$ cat config.mk
export PLATFORM = sky130hd
export DESIGN_NAME = sgdma_engine
export DESIGN_NICKNAME = d
export VERILOG_FILES = /design/src/rtl/sgdma_pkg.sv /design/src/rtl/sgdma_backoff.sv /design/src/rtl/sgdma_latency.sv /design/src/rtl/sgdma_budget.sv /design/src/rtl/sgdma_engine.sv
export SDC_FILE = /design/constraint.sdc
export NUM_CORES = 1
export LEC_CHECK = 0
export CAP_MARGIN = 20
export CORE_UTILIZATION = 26
export CTS_CLUSTER_SIZE = 30
export DETAILED_ROUTE_END_ITERATION = 16
export PLACE_DENSITY = 0.53
export REMOVE_ABC_BUFFERS = 1
export SLEW_MARGIN = 20
export SYNTH_ARGS = -nofsm -noshare
export SYNTH_HDL_FRONTEND = slang
export SYNTH_SLANG_ARGS = --single-unit
$ cat constraint.sdc
create_clock -name clk -period 2.1 [get_ports clk]
set_input_delay 0.21 -clock clk [delete_from_list [all_inputs] [get_ports clk]]
set_output_delay 0.21 -clock clk [all_outputs]
set_load 0.01 [all_outputs]
$ cat src/rtl/sgdma_pkg.sv
`timescale 1ns/1ps
package sgdma_pkg;
    localparam int SEC_SHIFT  = 9;
    localparam int SEC_BYTES  = 1 << SEC_SHIFT;
    localparam int DESC_BYTES = 8;
    localparam int CNT_W      = 17;
    localparam int SEC_W      = CNT_W - SEC_SHIFT;

    typedef enum logic [3:0] {
        S_IDLE, S_ARMED, S_FETCH_REQ, S_FETCH_BO, S_FETCH_WAIT, S_DESC_CHK,
        S_XFER_REQ, S_XFER_BO, S_XFER_WAIT, S_SECT, S_NEXT
    } state_t;

    typedef enum logic [2:0] {
        ERR_NONE     = 3'd0,
        ERR_ABORT    = 3'd1,
        ERR_ALIGN    = 3'd2,
        ERR_BUDGET   = 3'd3,
        ERR_LEFTOVER = 3'd4
    } err_t;

    typedef struct packed {
        logic             eot;
        logic [CNT_W-1:0] len;
        logic [31:0]      base;
    } desc_t;

    function automatic desc_t unpack_desc(input logic [63:0] w);
        desc_t d;
        d.eot  = w[63];
        d.len  = (w[47:32] == 16'd0) ? CNT_W'(65536) : {1'b0, w[47:32]};
        d.base = {w[31:1], 1'b0};
        return d;
    endfunction
endpackage

$ cat src/rtl/sgdma_backoff.sv
`timescale 1ns/1ps
module sgdma_backoff #(
    parameter int BACKOFF = 6
) (
    input  logic clk,
    input  logic rst_n,
    input  logic start,
    output logic expired
);
    localparam int BO_W = (BACKOFF < 2) ? 1 : $clog2(BACKOFF);

    logic [BO_W-1:0] cnt_q;

    always_ff @(posedge clk) begin
        if (!rst_n)
            cnt_q <= '0;
        else if (start)
            cnt_q <= BO_W'(BACKOFF - 1);
        else if (cnt_q != '0)
            cnt_q <= cnt_q - 1'b1;
    end

    assign expired = (cnt_q == '0);
endmodule

$ cat src/rtl/sgdma_latency.sv
`timescale 1ns/1ps
module sgdma_latency #(
    parameter int W = 10
) (
    input  logic         clk,
    input  logic         rst_n,
    input  logic         load,
    input  logic [W-1:0] val,
    output logic         zero
);
    logic [W-1:0] cnt_q;

    always_ff @(posedge clk) begin
        if (!rst_n)
            cnt_q <= '0;
        else if (load)
            cnt_q <= val;
        else if (cnt_q != '0)
            cnt_q <= cnt_q - 1'b1;
    end

    assign zero = (cnt_q == '0);
endmodule

$ cat src/rtl/sgdma_budget.sv
`timescale 1ns/1ps
module sgdma_budget
    import sgdma_pkg::*;
#(
    parameter int BYTES_W = 18
) (
    input  logic               clk,
    input  logic               rst_n,
    input  logic               load_cmd,
    input  logic [BYTES_W-1:0] cmd_bytes,
    input  logic [31:0]        cmd_lba,
    input  logic               load_desc,
    input  logic [SEC_W-1:0]   desc_secs,
    input  logic               step,
    output logic [BYTES_W-1:0] remain,
    output logic [31:0]        lba,
    output logic [SEC_W-1:0]   secs_left
);
    always_ff @(posedge clk) begin
        if (!rst_n) begin
            remain    <= '0;
            lba       <= '0;
            secs_left <= '0;
        end else begin
            if (load_cmd) begin
                remain <= cmd_bytes;
                lba    <= cmd_lba;
            end else if (step) begin
                remain <= remain - BYTES_W'(SEC_BYTES);
                lba    <= lba + 32'd1;
            end
            if (load_desc)
                secs_left <= desc_secs;
            else if (step)
                secs_left <= secs_left - 1'b1;
        end
    end
endmodule

$ cat src/rtl/sgdma_engine.sv
`timescale 1ns/1ps
module sgdma_engine
    import sgdma_pkg::*;
#(
    parameter int BYTES_W    = 18,
    parameter int BACKOFF    = 6,
    parameter int SECTOR_LAT = 4
) (
    input  logic               clk,
    input  logic               rst_n,
    input  logic               arm,
    input  logic               arm_to_mem,
    input  logic [BYTES_W-1:0] arm_bytes,
    input  logic [31:0]        arm_lba,
    input  logic               go,
    input  logic [31:0]        go_table,
    input  logic               abort,
    output logic               mem_req,
    output logic               mem_we,
    output logic [31:0]        mem_addr,
    output logic [CNT_W-1:0]   mem_len,
    input  logic               mem_busy,
    input  logic               mem_ack,
    input  logic [63:0]        mem_rdata,
    output logic               stor_stb,
    output logic               stor_wr,
    output logic [31:0]        stor_lba,
    output logic               done,
    output logic               err,
    output logic [2:0]         err_code,
    output logic [1:0]         phase
);
    localparam int MAX_SECS = 1 << SEC_W;
    localparam int LAT_MAX  = MAX_SECS * ((SECTOR_LAT < 1) ? 1 : SECTOR_LAT);
    localparam int LAT_W    = $clog2(LAT_MAX + 1);

    state_t state_q, nxt;
    logic   to_mem_q;
    logic   [31:0] ptr_q;
    desc_t  desc_q;
    logic   ack_seen_q;
    logic   done_q, err_q;
    err_t   code_q;

    // control strobes from the next-state logic
    logic ld_cmd, ld_desc, step, bo_start, lat_load, ptr_load, desc_cap;
    logic fin_done;
    err_t fin_err;

    logic               bo_expired, lat_zero;
    logic [BYTES_W-1:0] remain;
    logic [31:0]        lba;
    logic [SEC_W-1:0]   secs_left;
    logic [SEC_W-1:0]   desc_secs;

    assign desc_secs = desc_q.len[CNT_W-1:SEC_SHIFT];

    sgdma_backoff #(.BACKOFF(BACKOFF)) u_backoff (
        .clk     (clk),
        .rst_n   (rst_n),
        .start   (bo_start),
        .expired (bo_expired)
    );

    generate
        if (SECTOR_LAT == 0) begin : g_no_lat
            assign lat_zero = 1'b1;
        end else begin : g_lat
            logic [LAT_W-1:0] lat_val;
            assign lat_val = LAT_W'(desc_secs) * LAT_W'(SECTOR_LAT);
            sgdma_latency #(.W(LAT_W)) u_latency (
                .clk   (clk),
                .rst_n (rst_n),
                .load  (lat_load),
                .val   (lat_val),
                .zero  (lat_zero)
            );
        end
    endgenerate

    sgdma_budget #(.BYTES_W(BYTES_W)) u_budget (
        .clk       (clk),
        .rst_n     (rst_n),
        .load_cmd  (ld_cmd),
        .cmd_bytes (arm_bytes),
        .cmd_lba   (arm_lba),
        .load_desc (ld_desc),
        .desc_secs (desc_secs),
        .step      (step),
        .remain    (remain),
        .lba       (lba),
        .secs_left (secs_left)
    );

    // next state and control strobes
    always_comb begin
        nxt      = state_q;
        ld_cmd   = 1'b0;
        ld_desc  = 1'b0;
        step     = 1'b0;
        bo_start = 1'b0;
        lat_load = 1'b0;
        ptr_load = 1'b0;
        desc_cap = 1'b0;
        fin_done = 1'b0;
        fin_err  = ERR_NONE;
        unique case (state_q)
            S_IDLE: begin
                if (arm) begin
                    nxt    = S_ARMED;
                    ld_cmd = 1'b1;
                end
            end
            S_ARMED: begin
                if (go) begin
                    nxt      = S_FETCH_REQ;
                    ptr_load = 1'b1;
                end
            end
            S_FETCH_REQ: begin
                if (mem_busy) begin
                    nxt      = S_FETCH_BO;
                    bo_start = 1'b1;
                end else begin
                    nxt = S_FETCH_WAIT;
                end
            end
            S_FETCH_BO: begin
                if (bo_expired)
                    nxt = S_FETCH_REQ;
            end
            S_FETCH_WAIT: begin
                if (mem_ack) begin
                    nxt      = S_DESC_CHK;
                    desc_cap = 1'b1;
                end
            end
            S_DESC_CHK: begin
                if (desc_q.len[SEC_SHIFT-1:0] != '0) begin
                    nxt     = S_IDLE;
                    fin_err = ERR_ALIGN;
                end else if (BYTES_W'(desc_q.len) > remain ||
                             (BYTES_W <= CNT_W && desc_q.len[CNT_W-1])) begin
                    nxt     = S_IDLE;
                    fin_err = ERR_BUDGET;
                end else begin
                    ld_desc = 1'b1;
                    nxt     = to_mem_q ? S_SECT : S_XFER_REQ;
                end
            end
            S_XFER_REQ: begin
                if (mem_busy) begin
                    nxt      = S_XFER_BO;
                    bo_start = 1'b1;
                end else begin
                    nxt      = S_XFER_WAIT;
                    lat_load = 1'b1;
                end
            end
            S_XFER_BO: begin
                if (bo_expired)
                    nxt = S_XFER_REQ;
            end
            S_XFER_WAIT: begin
                if ((ack_seen_q || mem_ack) && lat_zero)
                    nxt = to_mem_q ? S_NEXT : S_SECT;
            end
            S_SECT: begin
                step = 1'b1;
                if (secs_left == SEC_W'(1))
                    nxt = to_mem_q ? S_XFER_REQ : S_NEXT;
            end
            S_NEXT: begin
                if (!desc_q.eot) begin
                    nxt = S_FETCH_REQ;
                end else if (remain == '0) begin
                    nxt      = S_IDLE;
                    fin_done = 1'b1;
                end else begin
                    nxt     = S_IDLE;
                    fin_err = ERR_LEFTOVER;
                end
            end
            default: nxt = S_IDLE;
        endcase
        if (abort && state_q != S_IDLE) begin
            nxt      = S_IDLE;
            fin_done = 1'b0;
            fin_err  = ERR_ABORT;
            step     = 1'b0;
            ld_desc  = 1'b0;
            lat_load = 1'b0;
            bo_start = 1'b0;
            desc_cap = 1'b0;
            ptr_load = 1'b0;
        end
    end

    // state register and command context
    always_ff @(posedge clk) begin
        if (!rst_n) begin
            state_q    <= S_IDLE;
            to_mem_q   <= 1'b0;
            ptr_q      <= '0;
            desc_q     <= '0;
            ack_seen_q <= 1'b0;
            done_q     <= 1'b0;
            err_q      <= 1'b0;
            code_q     <= ERR_NONE;
        end else begin
            state_q <= nxt;
            done_q  <= fin_done;
            err_q   <= (fin_err != ERR_NONE);
            code_q  <= fin_err;
            if (ld_cmd)
                to_mem_q <= arm_to_mem;
            if (ptr_load)
                ptr_q <= go_table;
            else if (desc_cap)
                ptr_q <= ptr_q + 32'(DESC_BYTES);
            if (desc_cap)
                desc_q <= unpack_desc(mem_rdata);
            if (lat_load)
                ack_seen_q <= 1'b0;
            else if (state_q == S_XFER_WAIT && mem_ack)
                ack_seen_q <= 1'b1;
        end
    end

    // outputs decoded from state
    always_comb begin
        mem_req  = 1'b0;
        mem_we   = 1'b0;
        mem_addr = desc_q.base;
        mem_len  = desc_q.len;
        stor_stb = 1'b0;
        phase    = 2'd2;
        unique case (state_q)
            S_IDLE:      phase = 2'd0;
            S_ARMED:     phase = 2'd1;
            S_FETCH_REQ: begin
                mem_req  = !mem_busy;
                mem_addr = ptr_q;
                mem_len  = CNT_W'(DESC_BYTES);
            end
            S_XFER_REQ: begin
                mem_req = !mem_busy;
                mem_we  = to_mem_q;
            end
            S_SECT:      stor_stb = 1'b1;
            default: ;
        endcase
    end

    assign stor_wr  = !to_mem_q;
    assign stor_lba = lba;
    assign done     = done_q;
    assign err      = err_q;
    assign err_code = code_q;
endmodule

# After elaboration in Yosys (flattened, before gate mapping)
# Cells that the tools add are included.
[totals]
register_bits = 164
latch_bits = 0
ram_bits = 0
romBits = 0
in_bits = 154
mem_count = 0
[classes]
add_sub_neg = 6
multipliers = 0
div_mod_pow = 0
magnitude_cmp = 1
eq_ne = 18
shift = 0
mux = 61
bitwise_logic = 3
reduce_logical = 27
[ops]
columns = ["operator", "count"]
rows = [
  ["32-bit two-way mux", 5],
  ["4-bit two-way mux", 12],
  ["4-bit one-hot mux with 11 select lines", 1],
  ["18-bit two-way mux", 2],
  ["17-bit two-way mux", 2],
  ["32-bit by 1-bit adder with 32-bit output (second input constant)", 1],
  ["32-bit by 4-bit adder with 32-bit output (second input constant)", 1],
  ["1-bit two-way mux", 23],
  ["10-bit two-way mux", 2],
  ["17-bit by 18-bit > comparator with 1-bit output", 1],
  ["18-bit logical NOT", 1],
  ["3-bit two-way mux", 6],
  ["18-bit by 10-bit subtractor with 18-bit output (second input constant)", 1],
  ["4-bit by 3-bit == test with 1-bit output (second input constant)", 4],
  ["16-bit logical NOT", 1],
  ["8-bit two-way mux", 2],
  ["2-bit != test (second input constant)", 7],
  ["4-bit == test (second input constant)", 3],
  ["11-bit logical NOT", 1],
  ["11-bit nonzero test", 1],
  ["11-bit by 1-bit subtractor with 11-bit output (second input constant)", 1],
  ["2-bit nonzero test", 5],
  ["9-bit nonzero test", 1],
  ["4-bit by 2-bit == test with 1-bit output (second input constant)", 2],
  ["18 further kinds", 30],
]

# Depth between registers and ports, before layout
[logic_depth]
word_depth = 6
mapped_depth = 9
mapped_depth_nobuf = 8

# By module
# A second synthesis with hierarchy kept.
[hier_totals]
cells_unflattened = 1156
hier_area_um2 = 9359.0
[modules_own_cells]
columns = ["mod", "instances", "cells_per_inst", "area_each_um2", "seq_area_each_um2"]
rows = [
  ["sgdma_engine", 1, 671, 5316.3, 1841.8],
  ["sgdma_budget", 1, 394, 3239.4, 1161.1],
  ["sgdma_latency", 1, 73, 633.1, 220.2],
  ["sgdma_backoff", 1, 18, 170.2, 60.1],
]

# Worst setup path after synthesis
# OpenSTA, ideal clock, no wires.
[synth_timing]
path_type = "register to register"
start = "register g_lat.u_latency.cnt_q[0]"
end = "register state_q[1]"
arrival_ns = 2.150
setup_slack_ns = -0.136
path_stages_with_launch = 9
synth_period_minus_slack_ns = 2.236
path_cell_list = "dfxtp_1 > inv_1 > ha_1 > or3b_1 > nor4_2 > o21ai_2 > a31o_1 > a221o_1 > a221oi_2"
[synth_via]
elab_chain_len = 4
[synth_rtl]
columns = ["item", "line", "source"]
rows = [
  ["from (decl)", "sgdma_latency.sv:11", "logic [W-1:0] cnt_q;"],
  ["from (signal assigned)", "sgdma_latency.sv:17", "cnt_q <= val;"],
  ["from (signal assigned)", "sgdma_latency.sv:19", "cnt_q <= cnt_q - 1'b1;"],
  ["11-bit logical NOT", "sgdma_latency.sv:22", "assign zero = (cnt_q == '0);"],
  ["1-bit logical AND", "sgdma_engine.sv:165", "if ((ack_seen_q || mem_ack) && lat_zero)"],
  ["2-bit != test (no source line)", "n/a", ""],
  ["7-bit AND reduction (no source line)", "n/a", ""],
  ["to (signal assigned)", "sgdma_engine.sv:211", "state_q <= nxt;"],
  ["to (decl)", "sgdma_engine.sv:37", "state_t state_q, nxt;"],
]
# No other way between the ends.
# A chain may end at the register's enable or synchronous reset.

# Worst setup path in the final report
[layout_timing]
start = "register u_budget.remain[16]"
end = "register state_q[0]"
[layout_via]
elab_chain_len = 4
[layout_rtl]
columns = ["item", "line", "source"]
rows = [
  ["from (decl)", "sgdma_budget.sv:15", "output logic [BYTES_W-1:0] remain,"],
  ["from (signal assigned)", "sgdma_budget.sv:26", "remain <= cmd_bytes;"],
  ["from (signal assigned)", "sgdma_budget.sv:29", "remain <= remain - BYTES_W'(SEC_BYTES);"],
  ["17-bit by 18-bit > comparator with 1-bit output", "sgdma_engine.sv:142", "end else if (BYTES_W'(desc_q.len) > remain ||"],
  ["4-bit two-way mux", "sgdma_engine.sv:142", ""],
  ["4-bit two-way mux", "sgdma_engine.sv:139", "if (desc_q.len[SEC_SHIFT-1:0] != '0) begin"],
  ["4-bit one-hot mux with 11 select lines", "sgdma_engine.sv:107", "unique case (state_q)"],
]
# No other way between the ends.

==> results summary <==
The final instance area came out at approximately 14000 µm². The worst slew margin relative to its limit came out at 0.618. The die boundary height came out at between 150 and 200 µm. Summed over all cells, the static leakage comes to 5.39 nW. For this run, the register share of the synthesized area comes to 0.382. In the global route stage, overall resource usage came out at 0.186. The first global-routing pass estimated 48400 µm of wire. From left edge to right edge, the die measures between 150 and 200 µm. The HPWL after detailed placement is 22400 µm.

Traced cell by cell, the critical path runs through inv_1 -> ha_4 -> nand4b_1 -> nor4_4 -> and3_4 -> a31oi_4 -> buf_6 -> o32a_1 -> o31ai_1. The routability-driven placement congestion ratio is 0.840. The cell-internal power is 7.56 mW. The number of fill cells in the layout is ~3200.

The cts-stage hold buffer count came out at 0. The synthesized design spends more area on one cell type than any other, namely dfxtp_1. The net switching power of the design is between 3 and 4 mW.

The total number of vias came out at 8993. The multi-input combinational cells in the finished layout cover a total of 5510 µm². The via count of the first global-routing pass is just under 9000. The type of the worst min-delay path is in2reg. The total buffers and inverters traversed by the critical path came out at 2.

The area enclosed by the die boundary is 33800 µm². The synthesis-stage register bit count came out at 164. The total overflow left after global routing is 0. The number of antenna violations at the first check in global routing is 3. The number of nets in the final layout is 1590.

The critical path is of the reg2reg type. By area the synthesized netlist is led by dfxtp_1 (38%), nand2_1 (5.9%), a211oi_1 (4.8%). The total clock buffers created by CTS came out at 17. The detailed-route wire length per cell came out at 16.9 µm. Input and output buffers added on the ports amount to 229.

The final sum of negative setup slack came out at -1.33 ns. The ratio of total power to cell area came out at between 700 and 800 nW/µm². The power after layout is 11.1 mW.

STA classifies the critical path startpoint as a register. The count of final hold-check violations came out at 0. The source-to-sink clock delay at the later pin of the worst-skew pair is 0.44 ns.

After synthesis, the share of flip-flops with an asynchronous set or reset is 0. The number of enable flip-flop cells after synthesis is 0. In the final layout, the share of cells above drive strength 1 is 0.291. The clock net in this run drives a total of 164 sinks. The clock slew at the register clock pins of the worst setup and hold paths came out at around 0.070 ns. The master of the slowest instance on the critical path is dfxtp_2. The most common cell in the synthesized netlist is dfxtp_1. The number of standard-cell rows in the floorplan is 66. By count the netlist is led by dfxtp_1 (164), nand2_1 (135), nor2_1 (110).

The run finished, with violations left. The worst setup path is captured at a register. Of the post-synthesis cell area, the dominant cell type holds 0.382. For this design the top-level I/O count stands at 246.

The initial DRC count is 364. In this run the remaining antenna-violating nets after routing total 0. The checks that failed: setup timing.

The detailed-route vias per instance is 4.82. From synthesis to final layout, the design area changed by 63.6%. The proportion of power drawn by the clock network came out at 0.296. The H-tree depth came out at 4. The number of optimization iterations in the first detailed-route pass is 4.

The share of the core filled with cells is 0.432. In this run, placement finished with an instance count of roughly 1800. The number of max-capacitance violations reported is 0. The highest clock rate came out at 450 MHz. In the synthesized netlist the dominant register cell turns out to be dfxtp_1. The buffer type at the clock tree root is clkbuf_16. The setup clock skew after layout is 0.00804 ns.

For this run, design rule violations remaining after detail routing come to 0. The max-slew violation count came to 0. The synthesis warning total is 0.

The switching fraction of total power is 0.319. In this run the mean area of a mapped cell was 8.26 µm². Summing all flip-flop and latch instances after layout gives 3310 µm². The effective utilization at floorplan came out at 0.264. The largest net degree at the start of global routing came out at 68. The maximum fanout count along the critical path came out at 4. Data arrives at the worst endpoint at 2.56 ns.

TritonCTS built the clock tree. In this run the standard cell core region covers 32500 µm². The register share of total power is 0.352. Counting distinct cell types in the post-synthesis netlist gives 72. The slew at the pin closest to its max-slew limit is 0.574 ns.

The proportion of power drawn by combinational gates came out at 0.352. VDD sags by at most 0.692 mV. Grouping stages by cell kind, the critical path spends the most delay in simple AND/OR/NAND/NOR gates. The smallest setup slack after layout is -0.120 ns. The required time at the endpoint of the critical path is 2.44 ns. The minimum clock period after layout is 2.22 ns. The placement-stage cell area is between 10000 and 15000 µm². The count of non-filler cells in the finished layout is between 1500 and 2000. Summing every instance area after synthesis gives 8600 µm². The number of buffers between clock root and the deepest sink came out at 2.

Setup repair after global routing could not meet its margin everywhere. The worst stage delay on the critical path came out at 0.33 ns. The post-synthesis cell count is 1041. In the finished design, the share of the clock period the worst path needs comes to 1.06. Setup violations remaining at the end of the flow were counted as 20. The total wire length is 31600 µm.
[per-stage QoR]
stage	worst slack, ns	hold WS (ns)
finish	-0.120	0.314
detailed placement	-0.329	0.446
floorplan	-2.43	0.339
CTS	-0.145	0.295
global placement	-0.242	0.441
global route	-0.241	0.308
[logic make-up after synthesis]
group	share of synthesized area
flip-flops	0.382
AND/OR/NAND/NOR	0.242
AO/OA/AOI/OAI	0.177
multiplexers	0.0441
adder cells (fa/ha/maj)	0.0364
XOR/XNOR	0.0683
buffers and inverters	0.0498
[registers in the layout (all words and copies together), names as in the netlist]
signal and flops:
u_budget.remain 18, desc_q 49, done 1, to_mem_q 1, u_budget.lba 32, u_budget.secs_left 8, ack_seen_q 1, err_code 3
g_lat.u_latency.cnt_q 11, u_backoff.cnt_q 3, ptr_q 32, state_q 4, err 1
[timing repair]
| item | 4_1_cts | 5_1_grt |
|---|---|---|
| pin swaps | 21 | 25 |
| gates resized for setup | 323 | 83 |
| buffers inserted | 19 | 12 |
| endpoints found under the setup margin | 72 | 83 |
| gates cloned | 7 | 1 |
[power by group through the flow]
| stage | clock network (mW) | logic, mW | registers (mW) |
|---|---|---|---|
| after global routing | 3.46 | 4.26 | 3.95 |
| after detailed placement | 0 | 3.28 | 3.93 |
| final | 3.28 | 3.91 | 3.90 |
| after CTS | 3.36 | 3.72 | 3.88 |
| after floorplan | 0 | 1.59 | 3.97 |
| after global placement | 0 | 3.25 | 3.92 |
[path summary, 6_finish.rpt]
kind	startpoint	to	slack, ns	cells past startpoint
worst max-delay path	u_budget.remain[16]$_SDFFE_PN0P_	state_q[0]$_SDFFE_PP0P_	-0.12	9
worst min-delay path	arm_bytes[2]	u_budget.remain[2]$_SDFFE_PN0P_	0.31	3
worst max register to register	u_budget.remain[16]$_SDFFE_PN0P_	state_q[0]$_SDFFE_PP0P_	-0.12	9
worst min register to register	desc_q[9]$_SDFFE_PN0P_	desc_q[9]$_SDFFE_PN0P_	0.46	2
[layer usage]
metal | track usage | part of all wire | vias to the layer above
li1 | - | - | 4465
met1 | 0.241 | 0.46 | 4281
met2 | 0.315 | 0.49 | 210
met3 | 0.0248 | 0.033 | 37
met4 | 0.0597 | 0.017 | 0
met5 | 0 | 0 | -
[area by class of cell]
cell class                      instances  share of cell area
Tap cell                              442              0.0393
Sequential cell                       164               0.235
Multi-Input combinational cell        781               0.392
Clock buffer                           23              0.0340
Clock inverter                          8             0.00890
Inverter                               34             0.00925
Antenna cell                            2            0.000356
Timing Repair Buffer                  413               0.281
[worst reg2reg max path, stage by stage, from the launching register on]
cell	delay, ns
dfxtp_2	0.33
inv_1	0.06
ha_4	0.26
nand4b_1	0.22
nor4_4	0.32
and3_4	0.26
a31oi_4	0.06
buf_6	0.15
o32a_1	0.28
o31ai_1	0.20
[cell usage in the layout (no fill, tap or decap), types with 7 or more instances in the layout]
cell	instances
buf_6	52
a211oi_1	46
nor2b_1	12
nand3_1	21
nand2_1	132
nand4_1	22
mux2_4	30
or3_1	8
nor4_1	9
nor2_1	102
a211oi_2	9
a21oi_1	75
and3_1	17
nor3_1	21
clkdlybuf4s50_1	176
clkbuf_2	8
xor2_1	37
clkbuf_16	18
a22oi_1	19
dfxtp_1	145
buf_2	10
ha_4	9
buf_4	146
inv_2	10
o21ai_0	25
dfxtp_2	17
buf_12	10
ha_1	16
xnor2_1	29
inv_1	23
a311oi_1	7
(Power assumes the default switching activity.)
